$ cat src/rtl/bcd_pkg.sv
package bcd_pkg;
    localparam int unsigned BYTE_W = 8;
    localparam int unsigned WIDE_W = BYTE_W + 2;
    localparam int unsigned HALF_B = BYTE_W / 2;

    typedef enum logic [1:0] {
        OP_ADD     = 2'b00,
        OP_SUB     = 2'b01,
        OP_NEG     = 2'b10,
        OP_NEG_ALT = 2'b11
    } bcd_op_e;

    typedef struct packed {
        logic              vld;
        logic [BYTE_W-1:0] res;
        logic              fx;
        logic              fn;
        logic              fz;
        logic              fv;
        logic              fc;
    } bcd_state_t;
endpackage

$ cat src/rtl/bcd_add_core.sv
module bcd_add_core
    import bcd_pkg::*;
(
    input  logic [BYTE_W-1:0] a,
    input  logic [BYTE_W-1:0] b,
    input  logic              cin,
    output logic [WIDE_W-1:0] val,
    output logic              ovf
);
    logic [WIDE_W-1:0] raw, step1, step2;
    logic              half_c, lo_fix, hi_fix;

    always_comb begin
        raw    = WIDE_W'(a) + WIDE_W'(b) + WIDE_W'(cin);
        half_c = a[HALF_B] ^ b[HALF_B] ^ raw[HALF_B];
        lo_fix = half_c || (raw[HALF_B-1:0] >= 4'hA);
        step1  = lo_fix ? raw + WIDE_W'('h06) : raw;
        hi_fix = step1 >= WIDE_W'('hA0);
        step2  = hi_fix ? step1 + WIDE_W'('h60) : step1;
        val    = step2;
        ovf    = (lo_fix & ~raw[BYTE_W-1] & step1[BYTE_W-1])
               | (hi_fix & ~step1[BYTE_W-1] & step2[BYTE_W-1]);
    end
endmodule

$ cat src/rtl/bcd_sub_core.sv
module bcd_sub_core
    import bcd_pkg::*;
(
    input  logic [BYTE_W-1:0] a,
    input  logic [BYTE_W-1:0] b,
    input  logic              bin,
    output logic [WIDE_W-1:0] val,
    output logic              ovf
);
    logic [WIDE_W-1:0] raw, step1, step2;
    logic              lo_fix, hi_fix;

    always_comb begin
        raw    = WIDE_W'(a) - WIDE_W'(b) - WIDE_W'(bin);
        lo_fix = a[HALF_B] ^ b[HALF_B] ^ raw[HALF_B];
        hi_fix = raw[BYTE_W];
        step1  = lo_fix ? raw - WIDE_W'('h06) : raw;
        step2  = hi_fix ? step1 - WIDE_W'('h60) : step1;
        val    = step2;
        ovf    = (lo_fix & raw[BYTE_W-1] & ~step1[BYTE_W-1])
               | (hi_fix & step1[BYTE_W-1] & ~step2[BYTE_W-1]);
    end
endmodule

$ cat src/rtl/bcd_arith_unit.sv
module bcd_arith_unit
    import bcd_pkg::*;
(
    input  logic       clk,
    input  logic       rst_n,
    input  logic       in_valid,
    input  logic [1:0] op,
    input  logic [7:0] dst_opnd,
    input  logic [7:0] src_opnd,
    input  logic       x_in,
    input  logic       z_in,
    output logic       out_valid,
    output logic [7:0] result,
    output logic       flag_x,
    output logic       flag_n,
    output logic       flag_z,
    output logic       flag_v,
    output logic       flag_c
);
    bcd_state_t        st_d, st_q;
    logic [WIDE_W-1:0] add_val, sub_val, pick_val;
    logic              add_ovf, sub_ovf, pick_ovf;
    logic [BYTE_W-1:0] minuend_d;
    logic              is_neg_d, is_add_d, carry_d;

    assign is_neg_d  = op[1];
    assign is_add_d  = (op == OP_ADD);
    assign minuend_d = is_neg_d ? '0 : dst_opnd;

    bcd_add_core u_add (
        .a   (dst_opnd),
        .b   (src_opnd),
        .cin (x_in),
        .val (add_val),
        .ovf (add_ovf)
    );

    bcd_sub_core u_sub (
        .a   (minuend_d),
        .b   (src_opnd),
        .bin (x_in),
        .val (sub_val),
        .ovf (sub_ovf)
    );

    always_comb begin
        st_d     = st_q;
        st_d.vld = in_valid;
        pick_val = is_add_d ? add_val : sub_val;
        pick_ovf = is_add_d ? add_ovf : sub_ovf;
        carry_d  = |pick_val[WIDE_W-1:BYTE_W];
        if (in_valid) begin
            st_d.res = pick_val[BYTE_W-1:0];
            st_d.fc  = carry_d;
            st_d.fx  = carry_d;
            st_d.fn  = pick_val[BYTE_W-1];
            st_d.fz  = z_in & (pick_val[BYTE_W-1:0] == '0);
            st_d.fv  = pick_ovf;
        end
    end

    always_ff @(posedge clk or negedge rst_n) begin
        if (!rst_n) st_q <= '0;
        else        st_q <= st_d;
    end

    assign out_valid = st_q.vld;
    assign result    = st_q.res;
    assign flag_x    = st_q.fx;
    assign flag_n    = st_q.fn;
    assign flag_z    = st_q.fz;
    assign flag_v    = st_q.fv;
    assign flag_c    = st_q.fc;
endmodule

$ cat config.mk
export PLATFORM = sky130hd
export DESIGN_NAME = bcd_arith_unit
export DESIGN_NICKNAME = d
export VERILOG_FILES = /design/src/rtl/bcd_pkg.sv /design/src/rtl/bcd_add_core.sv /design/src/rtl/bcd_sub_core.sv /design/src/rtl/bcd_arith_unit.sv
export SDC_FILE = /design/constraint.sdc
export NUM_CORES = 1
export LEC_CHECK = 0
export ABC_AREA = 1
export BUFFER_PORTS_ARGS = -buffer_cell sky130_fd_sc_hd__buf_2
export CORE_MARGIN = 4
export CORE_UTILIZATION = 35
export DETAILED_ROUTE_END_ITERATION = 7
export PLACE_DENSITY = 0.57
export SYNTH_ARGS = -nofsm -noshare
export SYNTH_HDL_FRONTEND = slang
export SYNTH_SLANG_ARGS = --single-unit
export TNS_END_PERCENT = 50
$ cat constraint.sdc
create_clock -name clk -period 1.3 [get_ports clk]
set_clock_uncertainty 0.15 [all_clocks]
set_input_delay 0.195 -clock clk [delete_from_list [all_inputs] [get_ports clk]]
set_output_delay 0.195 -clock clk [all_outputs]
set_load 0.02 [all_outputs]
; ---- Yosys cells after proc, flatten, opt, wreduce, memory -nomap -nowiden
; Cells that the tools add are included.
[word_totals]
input_bits = 23
output_inout_bits = 14
elab_cells = 46
regBits = 13
[classes]
mux = 7
n_addsub = 8
magnitude_cmp = 2
n_reduce_logical = 4
bitwise = 19
[ops]
columns = operator, n
row1 = $mux W10, 5
row2 = $add A10 B1 Y10, 1
row3 = $add A10 B3 Y10 const B, 1
row4 = $add A10 B7 Y10 const B, 1
row5 = $ge A10 B8 Y1 const B, 1
row6 = $sub A10 B1 Y10, 1
row7 = $sub A10 B3 Y10 const B, 1
row8 = $sub A10 B7 Y10 const B, 1
row9 = $add A8 B8 Y9, 1
row10 = $and A1 B1 Y1, 9
row11 = $sub A8 B8 Y9, 1
row12 = $logic_not A8 Y1, 1
row13 = $mux W8, 1
row14 = $ge A4 B4 Y1 const B, 1
row15 = $not A1 Y1, 4
row16 = $xor A1 B1 Y1, 4
row17 = $logic_not A2 Y1, 1
row18 = $or A1 B1 Y1, 2
row19 = $reduce_or A2 Y1, 1
row20 = $logic_or A1 B1 Y1, 1
row21 = $mux W1, 1

; ---- Logic depth before layout (Yosys ltp)
; Gate-level depths: netlist of the first run.
[logic_depth]
depth_word = 11
ltp_mapped = 28
depth_no_buf = 27

; ---- Hierarchy
; From an unflattened synthesis of the first run, not the netlist that was laid out.
[unflattened]
cells_unflattened = 466
hier_area_um2 = 2752.6
[modules_own_cells]
columns = mod, n_inst, area_each_um2, seq_area_each_um2, cells_each
row1 = bcd_sub_core, 1, 1061.0, 0.0, 191
row2 = bcd_add_core, 1, 948.4, 0.0, 171
row3 = bcd_arith_unit, 1, 743.2, 300.3, 104

; ---- Worst setup path before layout of the first run
; Ideal clock, no wire load.
[synth_timing]
kind = input port to flip-flop
start = in op[1]
end = reg st_q (netlist bit result[7])
path_slack_ps = -2008
t_arrival_ps = 3030
path_stages = 25
required_ps = 1022
path_buffers = 1
setup_ps = 128
cell_sequence = clkbuf_1 -> inv_1 -> nand2_1 -> ha_1 -> inv_1 -> fa_1 -> nand3_1 -> nand3_2 -> nand2_1 -> nand2_1 -> nand2_1 -> nand2_1 -> xor2_1 -> or2_2 -> nand2_1 -> inv_1 -> nand3_1 -> nand2_1 -> ha_1 -> nor2_2 -> nand3_1 -> nand2_1 -> nor2_1 -> a21oi_2 -> o21ai_0
[synth_via]
elab_chain_len = 8
elab_cells_between_ends = 11
classes_between = add/sub: 4 / mux: 4 / bitwise: 2 / reduce/logical: 1
[synth_rtl]
columns = item, line_no
row1 = "start, declared", bcd_arith_unit.sv:7  ; input logic [1:0] op,
row2 = $mux W8, bcd_arith_unit.sv:28  ; assign minuend_d = is_neg_d ? '0 : dst_opnd;
row3 = $sub A8 B8 Y9, bcd_sub_core.sv:14  ; raw = WIDE_W'(a) - WIDE_W'(b) - WIDE_W'(bin);
row4 = $sub A10 B1 Y10, bcd_sub_core.sv:14
row5 = $sub A10 B3 Y10 / $xor A1 B1 Y1 (equally long branches), "bcd_sub_core.sv:17, bcd_sub_core.sv:15"
row6 = $mux W10, bcd_sub_core.sv:17  ; step1 = lo_fix ? raw - WIDE_W'('h06) : raw;
row7 = $sub A10 B7 Y10, bcd_sub_core.sv:18  ; step2 = hi_fix ? step1 - WIDE_W'('h60) : step1;
row8 = $mux W10, bcd_sub_core.sv:18
row9 = $mux W10 *, bcd_arith_unit.sv:49  ; pick_val = is_add_d ? add_val : sub_val;
row10 = "end signal, assigned", bcd_arith_unit.sv:64  ; else st_q <= st_d;
row11 = "end, declared", bcd_arith_unit.sv:20  ; bcd_state_t st_d, st_q;
; Every way passes the cells marked *; elsewhere a longest branch is shown, timed or not.
; A chain may end at the register's enable or synchronous reset.

; ---- Worst setup path in the final report of the first run
[layout_timing]
start = in src_opnd[0]
end = reg st_q (netlist bit flag_z)
[layout_via]
elab_chain_len = 10
elab_cells_between_ends = 20
classes_between = add/sub: 8 / order compare: 2 / mux: 5 / bitwise: 3 / reduce/logical: 2
[layout_rtl]
columns = item, line_no
row1 = "start, declared", bcd_arith_unit.sv:9  ; input logic [7:0] src_opnd,
row2 = branches (longest 7 deep; another with $sub A10 B1 Y10), -
row3 = $mux W10 *, bcd_arith_unit.sv:49
row4 = $logic_not A8 Y1 *, bcd_arith_unit.sv:57  ; st_d.fz = z_in & (pick_val[BYTE_W-1:0] == '0);
row5 = $and A1 B1 Y1 *, bcd_arith_unit.sv:57
; Every way passes the cells marked *.

==> results of run 1 <==
[logic make-up (layout without fill, tap and decap cells)]
group           Yosys count  after routing
flops                    12             12
compound gates           40             40
xor+xnor                  7              7
simple gates            254            254
buf+inv                  89            207
fa+ha+maj                26             26
[what timing repair did]
item / 4_1_cts / 5_1_grt
gates resized for setup: 34 / 35
endpoints found under the setup margin: 11 / 11
hold buffers: 1 / 0
setup buffers: 5 / 0
pin swaps: 23 / 21
hold endpoints to repair: 12 / 0
[cell type report]
| cell class | instances | area, sq um |
|---|---|---|
| inverter | 83 | 315 |
| tap | 96 | 120 |
| sequential | 12 | 300 |
| multi-input combinational | 327 | 2190 |
| fill | 718 | 3050 |
| clock buffer | 4 | 55.1 |
| timing repair buffer | 120 | 836 |
[where the power goes]
group / total (mW) / switching [mW] / internal [mW]
combinational: 2.73 / 1.53 / 1.21
sequential: 0.499 / 0.0431 / 0.456
clock: 0.404 / 0.137 / 0.268
total: 3.64 / 1.71 / 1.93
[worst max-delay path, cell delays in order]
cell and delay, ns:
buf_8 0.10, ha_4 0.15, fa_1 0.54, ha_2 0.18, inv_2 0.05, nor2_4 0.09, inv_2 0.06, nand2_4 0.08
ha_4 0.13, nand2_2 0.04, nand3_2 0.07, clkinv_2 0.07, nor2_4 0.08, nor2_2 0.05, nor2_2 0.10, nand4_1 0.19
nand2_4 0.14, nand2_4 0.06, nand3_4 0.09, nand3_2 0.09, nand3_2 0.10, nand2_2 0.06, nand3_1 0.08, nand2_1 0.05
[layout by cell type, fill, tap and decap left out, types with 6 or more instances in the layout]
cell	instances
a21oi_1	11
buf_2	33
buf_4	83
dfrtp_1	12
ha_1	15
ha_4	6
inv_1	70
inv_2	11
nand2_1	105
nand2_2	30
nand2_4	9
nand3_1	30
nand3_2	14
nand4_1	12
nor2_1	24
nor2_2	10
nor2_4	10
o21ai_0	7
o21ai_1	8
[routing by layer]
metal	vias to the layer above	global-route usage	wire length (um)
li1	1580	-	-
met1	1316	0.192	3020
met2	46	0.313	3550
met3	4	0.0154	181
met4	0	0.0198	50
met5	-	0	0
[registers in the layout, summed over array words and instances (netlist names)]
signal,cells
out_valid,1
flag_v,1
flag_z,1
flag_x,1
result,8
[worst max path at each step]
stage	endpoint	cells after the start	slack (ns)	from
finish	flag_z$_DFFE_PN0P_	24	-1.59	src_opnd[0]
global route	flag_z$_DFFE_PN0P_	23	-1.79	op[1]
CTS	flag_z$_DFFE_PN0P_	25	-1.56	src_opnd[0]
detailed placement	flag_z$_DFFE_PN0P_	26	-1.99	dst_opnd[0]
global placement	flag_z$_DFFE_PN0P_	26	-1.95	dst_opnd[0]
floorplan	flag_z$_DFFE_PN0P_	24	-1.66	op[1]
==> flow_summary.ini, run 1 <==
[status]
status = finished, violations left
failed_checks = negative setup slack

[floorplan]
ios = 37
die_w_um = 92.5
die_h_um = 92.5
start_util = 0.364
core_area_sq_um = 6870
die_area_sq_um = 8560
rows = 30

[final_layout]
fin_util = 0.555
nets = 596
area_growth_pct = 52.5
n_antenna_cell = 0
final_area_sq_um = 3810
drive_gt1_frac = 0.438
stdcell_count = 642

[sta]
clock.fmax_mhz = 347
slew_headroom = 0.799
timing.final.hold_violations = 0
setup_viol = 11
drv_slew = 0
whs_ns = 0.0632
rsz0062_at_grt = yes
period_minus_slack_ns = 2.89
timing.final.crit_share = 2.22
finalSetupTns_ns = -14.50
tightest_slew_ns = 0.300
fin_ws_ns = -1.59

[clock_tree]
ctsHtreeMaxLevel = 1
clock_latency_ns = 0.24
numCtsBuffers = 3
cts_buffer_depth = 2
cts_root_buf = clkbuf_8
clkSinkCount = 12
cts.clk_slew.worst_paths_ns = 0.05
cts_tree = done

[yosys]
synth_xor_area_frac = 0.0275
syn_area_sq_um = 2500
async_flop_share = 1.00
synth.avg_cell_area_sq_um = 5.84
synth.distinct_cells = 37
synth_top_family_by_area = simple AND/OR/NAND/NOR gates
yosysMostFrequentCell = nand2_1
yosys_warnings = 0
synth.area.mux_share = 0
synth_simple_gate_area_frac = 0.490
ys_ff_latch = 12
synth_enable_flop_cells = 0
synthCells = 428
synth-compound-area-share = 0.0880
synth.top_cell.area_share = 0.185
syn_nets = 477
yosys-top-cells-area = nand2_1, dfrtp_1, ha_1, inv_1, nand3_1
synth_top_cells_by_count = nand2_1, inv_1, nand3_1
yosysSeqAreaShare = 0.120
yosys.area_share.adder = 0.136
synth_flop_cell = dfrtp_1
yosysTopAreaCell = nand2_1

[critical_path]
critPathMaxFanout = 4
cp.arrival_ns = 2.87
path_class = in2reg
regToRegSetupSlack_ns = 0.50
required_ns = 1.28
crit_path_end_kind = flip-flop
cp-start-kind = primary input
rr_endpoint = flag_v$_DFFE_PN0P_
reg2regPathDepth = 2
r2r_start = flag_v$_DFFE_PN0P_

[pwr]
pwr_density_cell_nw_per_um2 = 954
worst_ir_drop_vdd_uv = 429
p_leak_nw = 2.08
finalPower_mw = 3.64

[global_route]
grt_max_degree = 15
antenna_found_initial = 0
grt_pass1_wl_mm = 11.7
overflow = 0
first_global_vias = 2827
grt_use_total = 0.160

[routing]
route.vias.total = 2946
routed_wl_mm = 6.81
drc_errors = 0
vias_per_cell = 4.59
dr.pass1.iters = 4
avgRoutedWirePerCell_um = 10.6
drtAntennaViolNets = 0
drt-initial-drc-count = 91

[run]
cap_violations = 0

[worst_hold_path]
hold_depth = 2
holdPathEnd = out_valid$_DFF_PN0_
holdCritPathClass = in2reg
hp-start = in_valid

[placed_design]
gp_congestion = 0.940
port_buffers = 36
place_area_sq_um = 3470
dpl_worst_slack_ns = -1.99
dp_hpwl_mm = 5.71
placed_cells = 632
No activity file was read; power rests on OpenSTA's default activity.
==> run 2: changes to the inputs <==
- CORE_UTILIZATION: 35 -> 29
- PLACE_DENSITY: 0.57 -> 0.5
==> run 2 against run 1 <==
Routed wire length increased by 8.1%; the flow still finishes with violations (negative setup slack); sequential cell count unchanged; first-iteration DRC count fell by 40%; critical endpoint unchanged; hold slack gained 0.011 ns.
==> flow_summary.ini, run 2 (same netlist as run 1, synthesis figures left out) <==
[placed_design]
gp_congestion = 0.884
dp_hpwl_mm = 6.04
place_area_sq_um = 3510
dpl_worst_slack_ns = -1.92
port_buffers = 36

[critical_path]
critPathBufInv = 6
path_class = in2reg
crit_path_max_incr_delay_ns = 0.57
crit_top_cell = buf_4
cp-start-kind = primary input
crit_path_top_delay_cell = fa_2
cp.arrival_ns = 2.86
cp_num_cells = 21
reg2regPathDepth = 2
crit_chain = buf_6, ha_4, fa_2, buf_4, buf_4, nand2_2, nor2_4, nand3_4, o21ai_2, nand2_1, inv_2, nand2_2, nor2_4, inv_2, nand2_4, nand2_4, buf_4, a21oi_1, a21oi_4, nand3_2, nand2_1
required_ns = 1.28
critPathMaxFanout = 3
crit_path_end_kind = flip-flop
critPathTopFamily = simple AND/OR/NAND/NOR gates

[clock_tree]
numCtsBuffers = 3
cts_buffer_depth = 2
cts_root_buf = clkbuf_8
cts.clk_slew.worst_paths_ns = 0.05
ctsHtreeMaxLevel = 1
clkSinkCount = 12
cts_tree = done
clock_latency_ns = 0.24

[global_route]
use_met2 = 0.271
grtUsageMet1 = 0.184
overflow = 0
grt_pass1_wl_mm = 12.4
antenna_found_initial = 0
grt_max_degree = 15
first_global_vias = 2935
grt_use_total = 0.145
grt.met3_usage = 0.0104
top_usage_layer = met2

[floorplan]
start_util = 0.301
die_area_sq_um = 10200
die_h_um = 101
core_area_sq_um = 8300
die_w_um = 101
ios = 37
rows = 33

[sta]
rsz0062_at_grt = yes
setup_viol = 11
fin_ws_ns = -1.58
timing.final.hold_violations = 0
clock.fmax_mhz = 347
tightest_slew_ns = 0.286
period_minus_slack_ns = 2.88
drv_slew = 0
slew_headroom = 0.809
timing.final.crit_share = 2.22

[final_layout]
fin_util = 0.503
largest_reg_flops = 8
final_area_sq_um = 4170
drive_gt1_frac = 0.524
nets = 612
layout_common_cells = buf_4, nand2_1, inv_1
layout.area.seq_sq_um = 300
multi_input_area_sq_um = 2400
layout_commonest_cell = buf_4
area_growth_pct = 66.8
n_antenna_cell = 0
nFillCells = 848

[pwr]
pwr_density_cell_nw_per_um2 = 945
p_leak_nw = 2.21
worst_ir_drop_vdd_uv = 364

[status]
failed_checks = negative setup slack
status = finished, violations left

[routing]
route.vias.total = 3006
routed_wl_mm = 7.36
drt-initial-drc-count = 55
drtAntennaViolNets = 0
avgRoutedWirePerCell_um = 11.1
dr.pass1.iters = 4
drc_errors = 0
vias_per_cell = 4.51

[worst_hold_path]
holdCritPathClass = in2reg
hold_depth = 2

[run]
cap_violations = 0
run 2: cell count changes in the layout (fill, tap and decap cells not counted), sizes merged:
cell    before  now
buf        119  135
clkbuf       4    3
run 2: area by class of cell:
cell class	count	area share
clock buffer	3	0.00990
inverter	83	0.0768
multi-input combinational	327	0.576
sequential	12	0.0720
tap	105	0.0315
timing repair buffer	136	0.234
run 2: worst paths after layout:
check,endpoint,startpoint,slack [ns]
worst max-delay path,flag_z$_DFFE_PN0P_,dst_opnd[0],-1.58
worst min-delay path,out_valid$_DFF_PN0_,in_valid,0.07
worst max register to register,flag_v$_DFFE_PN0P_,flag_v$_DFFE_PN0P_,0.52
worst min register to register,result[1]$_DFFE_PN0P_,result[1]$_DFFE_PN0P_,0.33
max in group asynchronous,flag_z$_DFFE_PN0P_,rst_n,0.56
min in group asynchronous,result[5]$_DFFE_PN0P_,rst_n,0.22
run 2: worst register-to-register path, cell delays in order (launching register included):
cell and delay (ns):
dfrtp_1 0.38, nor2_1 0.09, a21oi_1 0.04
run 2: per-stage QoR:
stage          instances  hold slack, ns  TNS [ns]  power (mW)
3_3_place_gp         645         -0.0637    -17.92        2.96
5_1_grt              666          0.0942    -15.71        4.31
3_5_place_dp         645         -0.0555    -18.26        2.99
4_1_cts              658          0.0742    -13.80        3.54
6_report             666          0.0746    -14.07        3.94
2_1_floorplan        428          -0.251    -14.69        2.06
run 2: timing repair:
action / 4_1_cts / 5_1_grt
resized for setup: 43 / 89
buffers inserted: 9 / 9
setup endpoints to repair: 11 / 11
pin swaps: 36 / 55
endpoints found under the hold margin: 12 / 0
hold buffers: 1 / 0
run 2: power breakdown:
group          total (mW)  internal [mW]  switching (mW)
sequential          0.497          0.456          0.0409
combinational        3.11           1.40            1.71
clock               0.339          0.204           0.135
total                3.94           2.06            1.89
run 2: metal layers:
layer / part of all wire / vias up
li1: - / 1619
met4: 0.0092 / 0
met2: 0.52 / 24
met1: 0.45 / 1357
met5: 0 / -
met3: 0.015 / 6
